File: config.mk
export PLATFORM = sky130hd
export DESIGN_NAME = ctlport_regs
export DESIGN_NICKNAME = d
export VERILOG_FILES = /design/src/rtl/ctl_pkg.sv /design/src/rtl/ctl_sync.sv /design/src/rtl/ctl_shift.sv /design/src/rtl/ctl_bank.sv /design/src/rtl/ctlport_regs.sv
export SDC_FILE = /design/constraint.sdc
export NUM_CORES = 1
export LEC_CHECK = 0
export CORE_MARGIN = 2
export CORE_UTILIZATION = 45
export CTS_BUF_LIST = sky130_fd_sc_hd__clkbuf_2 sky130_fd_sc_hd__clkbuf_4 sky130_fd_sc_hd__clkbuf_8
export DETAILED_ROUTE_END_ITERATION = 8
export PLACE_DENSITY_LB_ADDON = 0.2
export SLEW_MARGIN = 30
export SYNTH_ARGS = -nofsm -noshare
export SYNTH_HDL_FRONTEND = slang
export SYNTH_SLANG_ARGS = --single-unit
File: constraint.sdc
create_clock -name clk -period 2.7 [get_ports clk]
set_input_delay 0.54 -clock clk [delete_from_list [all_inputs] [get_ports clk]]
set_output_delay 0.54 -clock clk [all_outputs]
set_load 0.005 [all_outputs]
File: src/rtl/ctl_pkg.sv
package ctl_pkg;
  localparam int MODE_W = 2;
  localparam int VOL_W  = 10;
  localparam int WORD_W = MODE_W + 4 + VOL_W;
  localparam int NCH    = 2;

  typedef struct packed {
    logic [MODE_W-1:0] mode;
    logic              pwr_dn;
    logic              deemph;
    logic              mute;
    logic              chan_r;
    logic [VOL_W-1:0]  vol;
  } ctl_word_t;

  typedef struct packed {
    logic [MODE_W-1:0] mode;
    logic              pwr_dn;
    logic              deemph;
    logic              mute;
  } ctl_glob_t;

  localparam ctl_glob_t GLOB_RST = '0;

  function automatic logic [VOL_W-1:0] vol_default();
    return '1;
  endfunction

  function automatic ctl_glob_t glob_of(ctl_word_t w);
    ctl_glob_t g;
    g.mode   = w.mode;
    g.pwr_dn = w.pwr_dn;
    g.deemph = w.deemph;
    g.mute   = w.mute;
    return g;
  endfunction

  function automatic logic targets(ctl_word_t w, int ch);
    return (ch == 1) ? w.chan_r : !w.chan_r;
  endfunction
endpackage

File: src/rtl/ctl_sync.sv
module ctl_sync #(
  parameter int STAGES = 2,
  parameter int W      = 1
) (
  input  logic         clk,
  input  logic         rst_n,
  input  logic [W-1:0] d,
  output logic [W-1:0] q
);
  logic [W-1:0] stg [STAGES];

  always_ff @(posedge clk or negedge rst_n) begin
    if (!rst_n) begin
      for (int i = 0; i < STAGES; i++) stg[i] <= '0;
    end else begin
      stg[0] <= d;
      for (int i = 1; i < STAGES; i++) stg[i] <= stg[i-1];
    end
  end

  assign q = stg[STAGES-1];
endmodule

File: src/rtl/ctl_shift.sv
module ctl_shift #(
  parameter int WORD_W = 16
) (
  input  logic              clk,
  input  logic              rst_n,
  input  logic              bit_stb,
  input  logic              bit_val,
  input  logic              latch_stb,
  output logic              commit_stb,
  output logic [WORD_W-1:0] word_q
);
  localparam int CNT_W = $clog2(WORD_W + 1) + 1;
  localparam logic [CNT_W-1:0] FULL = CNT_W'(WORD_W);

  logic [CNT_W-1:0] bit_cnt;

  always_ff @(posedge clk or negedge rst_n) begin
    if (!rst_n) begin
      bit_cnt <= '0;
      word_q  <= '0;
    end else if (latch_stb) begin
      bit_cnt <= '0;
    end else if (bit_stb) begin
      word_q <= {word_q[WORD_W-2:0], bit_val};
      if (bit_cnt != '1) bit_cnt <= bit_cnt + 1'b1;
    end
  end

  assign commit_stb = latch_stb && (bit_cnt == FULL);
endmodule

File: src/rtl/ctl_bank.sv
module ctl_bank
  import ctl_pkg::*;
(
  input  logic                      clk,
  input  logic                      rst_n,
  input  logic                      commit_stb,
  input  ctl_word_t                 word,
  input  logic                      frame_stb,
  output ctl_glob_t                 glob_q,
  output logic [NCH-1:0][VOL_W-1:0] pend_v,
  output logic [NCH-1:0][VOL_W-1:0] act_v
);
  always_ff @(posedge clk or negedge rst_n) begin
    if (!rst_n) glob_q <= GLOB_RST;
    else if (commit_stb) glob_q <= glob_of(word);
  end

  for (genvar ch = 0; ch < NCH; ch++) begin : g_ch
    logic [VOL_W-1:0] pend_q, act_q;
    always_ff @(posedge clk or negedge rst_n) begin
      if (!rst_n) begin
        pend_q <= vol_default();
        act_q  <= vol_default();
      end else begin
        if (commit_stb && targets(word, ch)) pend_q <= word.vol;
        if (frame_stb) act_q <= pend_q;
      end
    end
    assign pend_v[ch] = pend_q;
    assign act_v[ch]  = act_q;
  end
endmodule

File: src/rtl/ctlport_regs.sv
module ctlport_regs
  import ctl_pkg::*;
#(
  parameter int SYNC_STAGES = 2
) (
  input  logic              clk,
  input  logic              rst_n,
  input  logic              ctl_sclk,
  input  logic              ctl_sdat,
  input  logic              ctl_latch,
  input  logic              frame_clk,
  input  logic              mute_pin,
  input  logic              deemph_pin,
  output logic [MODE_W-1:0] in_mode,
  output logic              dp_clear,
  output logic              deemph_on,
  output logic              mute_on,
  output logic [VOL_W-1:0]  vol_left,
  output logic [VOL_W-1:0]  vol_right
);
  localparam int NSYNC = 4;

  logic [NSYNC-1:0] raw_in, synced;
  logic sclk_s, sdat_s, latch_s, frame_s;
  logic sclk_p, latch_p, frame_p;

  assign raw_in = {ctl_sclk, ctl_sdat, ctl_latch, frame_clk};

  ctl_sync #(.STAGES(SYNC_STAGES), .W(NSYNC)) u_sync (
    .clk(clk), .rst_n(rst_n), .d(raw_in), .q(synced)
  );
  assign {sclk_s, sdat_s, latch_s, frame_s} = synced;

  always_ff @(posedge clk or negedge rst_n) begin
    if (!rst_n) begin
      sclk_p  <= 1'b0;
      latch_p <= 1'b0;
      frame_p <= 1'b0;
    end else begin
      sclk_p  <= sclk_s;
      latch_p <= latch_s;
      frame_p <= frame_s;
    end
  end

  // named internal events, visible to the checker
  logic bit_stb, latch_stb, frame_stb, commit_stb;
  assign bit_stb   = sclk_s & ~sclk_p;
  assign latch_stb = latch_s & ~latch_p;
  assign frame_stb = frame_s ^ frame_p;

  logic [WORD_W-1:0] word_raw;
  ctl_word_t word;

  ctl_shift #(.WORD_W(WORD_W)) u_shift (
    .clk(clk), .rst_n(rst_n), .bit_stb(bit_stb), .bit_val(sdat_s),
    .latch_stb(latch_stb), .commit_stb(commit_stb), .word_q(word_raw)
  );
  assign word = ctl_word_t'(word_raw);

  ctl_glob_t glob_q;
  logic [NCH-1:0][VOL_W-1:0] pend_v, act_v;

  ctl_bank u_bank (
    .clk(clk), .rst_n(rst_n), .commit_stb(commit_stb), .word(word),
    .frame_stb(frame_stb), .glob_q(glob_q), .pend_v(pend_v), .act_v(act_v)
  );

  logic [VOL_W-1:0] pend_l, pend_r;
  assign pend_l = pend_v[0];
  assign pend_r = pend_v[1];

  assign in_mode   = glob_q.mode;
  assign dp_clear  = glob_q.pwr_dn;
  assign deemph_on = deemph_pin | glob_q.deemph;
  assign mute_on   = mute_pin | glob_q.mute;
  assign vol_left  = act_v[0];
  assign vol_right = act_v[1];
endmodule

==> summary.txt <==
Setup path
  • Series of cell instances along the critical path: clkdlybuf4s50_1, or2_2, clkdlybuf4s50_1
  • Type of element capturing the critical path: output pin
  • Highest cell delay on the worst timing path: 0.45 ns
  • CP max-delay cell: clkdlybuf4s50_1
  • CP max FO: 1
  • Required time of the critical path: 2.16 ns
  • Category of the critical setup timing path: in2out
  • Critical path startpoint category: input pin
  • Arrival time of data at the critical path endpoint: 1.64 ns
  • Crit path top cell by count: clkdlybuf4s50_1

Timing
  • Final hold viol count: 0
  • Slack of the critical path: 0.521 ns
  • Final number of max-transition violations: 0
  • Transition time at the pin with the least slew margin: 0.667 ns
  • # setup viols final: 0
  • Tcrit/Tclk final: 80.7%
  • Unrepaired setup endpoints after global routing: no
  • Final period demand of the worst path: 2.18 ns
  • Relative slew slack: 55.5%
  • Upper clock frequency limit: 459 MHz
  • Setup total negative slack: 0 ns
  • Final worst clock skew: 0.00704 ns

Clock network
  • Number of levels the H-tree was split into: 3
  • TritonCTS sink count: 78
  • # hold bufs at CTS: 0
  • Clock latency on the worst-skew pair: 0.35 ns
  • Clock transition at the registers of the reported paths: 0.07 ns
  • Number of buffers inserted by post-CTS setup repair: 0
  • Clock root buffer master: clkbuf_8
  • Cts repair resizes: 0
  • CTS tree: yes
  • Deepest clock path buffer count: 2
  • Clock buffers created by TritonCTS: 9

Global route
  • Wire length of the first global-routing pass: 8110 um
  • Overflow left after global routing: 0
  • Vias in the first global route: 1770
  • Maximum number of pins on one net before global-route repair: 79
  • Antenna violations before repair: 0
  • Global router's overall resource usage: 14.5%

Logic synthesis
  • Mean cell area of the mapped netlist: 13.2 um^2
  • Fraction of synthesized area in multiplexers: 15.5%
  • Seq cells post-synth: 78
  • Distinct cell type count of the synthesized netlist: 35
  • Cell count after synthesis: 231
  • Synth area leader: dfstp_2
  • Mapped Area: 3050 um^2
  • Yosys top cell area share: 34.4%
  • Mapped Nets: 241
  • Share of the synthesized netlist area taken by xor and xnor gates: 0.574%
  • Synth Area in Simple Gates: 13.5%
  • Portion of the post-synthesis area used by sequential elements: 65.6%
  • Dominant combinational cell family by area after synthesis: multiplexers
  • Synthesized-area fraction occupied by ao, oa, aoi and oai cells: 1.89%
  • Yosys warning count: 0
  • Fraction of the mapped netlist area in adder cells: 0.820%
  • Library cell with the highest instance count after synthesis: nand2_1
  • Number of enable flip-flop cells after synthesis: 0
  • Leading post-synthesis cells by cell area: dfstp_2, dfrtp_1, mux2_2
  • Share of async-settable or async-resettable flops after synthesis: 100%
  • Synth cell count leaders: nand2_1, mux2_2, dfstp_2, dfrtp_1
  • Prevailing post-synth register cell: dfstp_2

Die
  • Area of the die: 7460 um^2
  • Effective utilization at floorplan: 45.7%
  • Number of cell rows: 30
  • Num ports: 33
  • Die span in x: 86.4 um
  • Area of the core region: 6680 um^2
  • Height of the die: 86.4 um

Drt
  • Length of the first detailed-routing pass in iterations: 4
  • Total DRC errors in the routed layout: 0
  • Vias: 1769
  • Routed WL per cell: 13.3 um
  • Routed wire length: 4690 um
  • Iter 0 DRT Violations: 89
  • Post-route ant nets: 0
  • Avg Vias per Cell: 5.01

Placed design
  • Placed Cells: 337
  • Input/output buffers: 32
  • Cell Area, Placed: 3440 um^2
  • Detailed placement HPWL: 3010 um
  • Pre-CTS setup slack: 0.519 ns
  • Weighted congestion reported at the end of routability-driven placement: 0.768

Layout
  • Number of nets in the finished design: 278
  • Finished Layout Cells: 353
  • Final core utilization: 54.4%
  • Proportion of layout cells with a drive suffix above 1: 40.7%
  • Cell area after layout: 3640 um^2
  • Synthesis-to-layout area growth: 19.1%
  • Number of diodes: 0

Job
  • Number of violations of the max-capacitance limit: 0

Power and ir drop
  • Worst vdd ir: 0.331 mV
  • Leak: 1.63 nW
  • Ratio of total power to cell area: 648 nW/um^2

Worst hold path
  • Type of the worst min-delay path: in2async

Status
  • Result of the run: completed
[state kept, by name, indices dropped and copies added, names as in the netlist]
name	flops
u_shift.word_q	16
u_sync.q	4
u_bank.g_ch.pend_q	20
sclk_p	1
latch_p	1
u_bank.glob_q	5
frame_p	1
u_sync.stg	4
u_bank.g_ch.act_q	20
u_shift.bit_cnt	6
[final timing paths]
| check | start | end | slack, ns | cells past startpoint |
|---|---|---|---|---|
| setup reg to reg | u_shift.bit_cnt[2]$_DFFE_PN0P_ | u_bank.g_ch[0].pend_q[0]$_DFFE_PN1P_ | 0.98 | 3 |
| max in group asynchronous | rst_n | u_shift.word_q[1]$_DFFE_PN0P_ | 2.04 | 1 |
| min in group clk | u_sync.stg[7]$_DFF_PN0_ | u_sync.q[3]$_DFF_PN0_ | 0.35 | 0 |
| hold / removal | rst_n | u_sync.q[0]$_DFF_PN0_ | 0.21 | 1 |
| hold reg to reg | u_sync.stg[7]$_DFF_PN0_ | u_sync.q[3]$_DFF_PN0_ | 0.35 | 0 |
| setup / recovery | mute_pin | mute_on | 0.52 | 3 |
[per-layer routing]
layer  track usage [%]  up-vias  share of wire, %
met5                 0        -                 0
met4              5.97        0               1.4
met3              6.86        7               4.1
met2              24.1       35                51
met1              16.1      881                43
li1                  -      846                 -
[per-stage QoR]
stage | hold WS (ns) | total power, mW
detailed placement | 0.337 | 1.58
CTS | 0.355 | 2.41
global placement | 0.335 | 1.58
global route | 0.247 | 2.48
floorplan | 0.244 | 1.48
finish | 0.215 | 2.36
[cells in the final DEF (no fill, tap or decap), types with 2 or more instances in the layout]
master,synthesis,layout
nand2_1,62,62
mux2_2,42,42
dfstp_2,40,40
dfrtp_1,38,38
clkdlybuf4s50_1,0,31
clkbuf_8,0,12
nand3_1,4,4
buf_4,3,4
nor2b_1,3,3
a31oi_1,3,3
inv_1,2,2
or2_2,2,2
nor3_1,2,2
a21oi_1,2,2
nor2_1,2,2
ha_1,2,2
clkinv_2,0,2
[cell type report]
class,instances,area [um^2]
fillers,595,3050
flip-flops and latches,78,2000
multi-input cells,141,985
repair buffers,36,352
clock buffers,13,173
well taps,80,100
clock inverters,3,17.5
inverters,2,7.51
[worst max-delay path, delay by kind of cell]
family,cells,cell delay (ns)
buffers and inverters,2,0.83
and+or+nand+nor,1,0.27
[where the power goes]
| group | total, mW | switching, mW | internal (mW) | leakage [nW] |
|---|---|---|---|---|
| Combinational | 0.184 | 0.0806 | 0.104 | 0.630 |
| Sequential | 1.37 | 0.0976 | 1.27 | 0.897 |
| Clock | 0.805 | 0.388 | 0.416 | 0.0988 |
[cell families (layout without fill, tap and decap cells)]
logic type / after synthesis / after routing
DFF: 78 / 78
muxes: 42 / 42
adders and majority gates: 2 / 2
and+or+nand+nor: 86 / 86
buffers and inverters: 12 / 54
AOI/OAI and AO/OA: 9 / 9
xor gates and xnor gates: 2 / 2
Power figures use the tool's default switching activity.
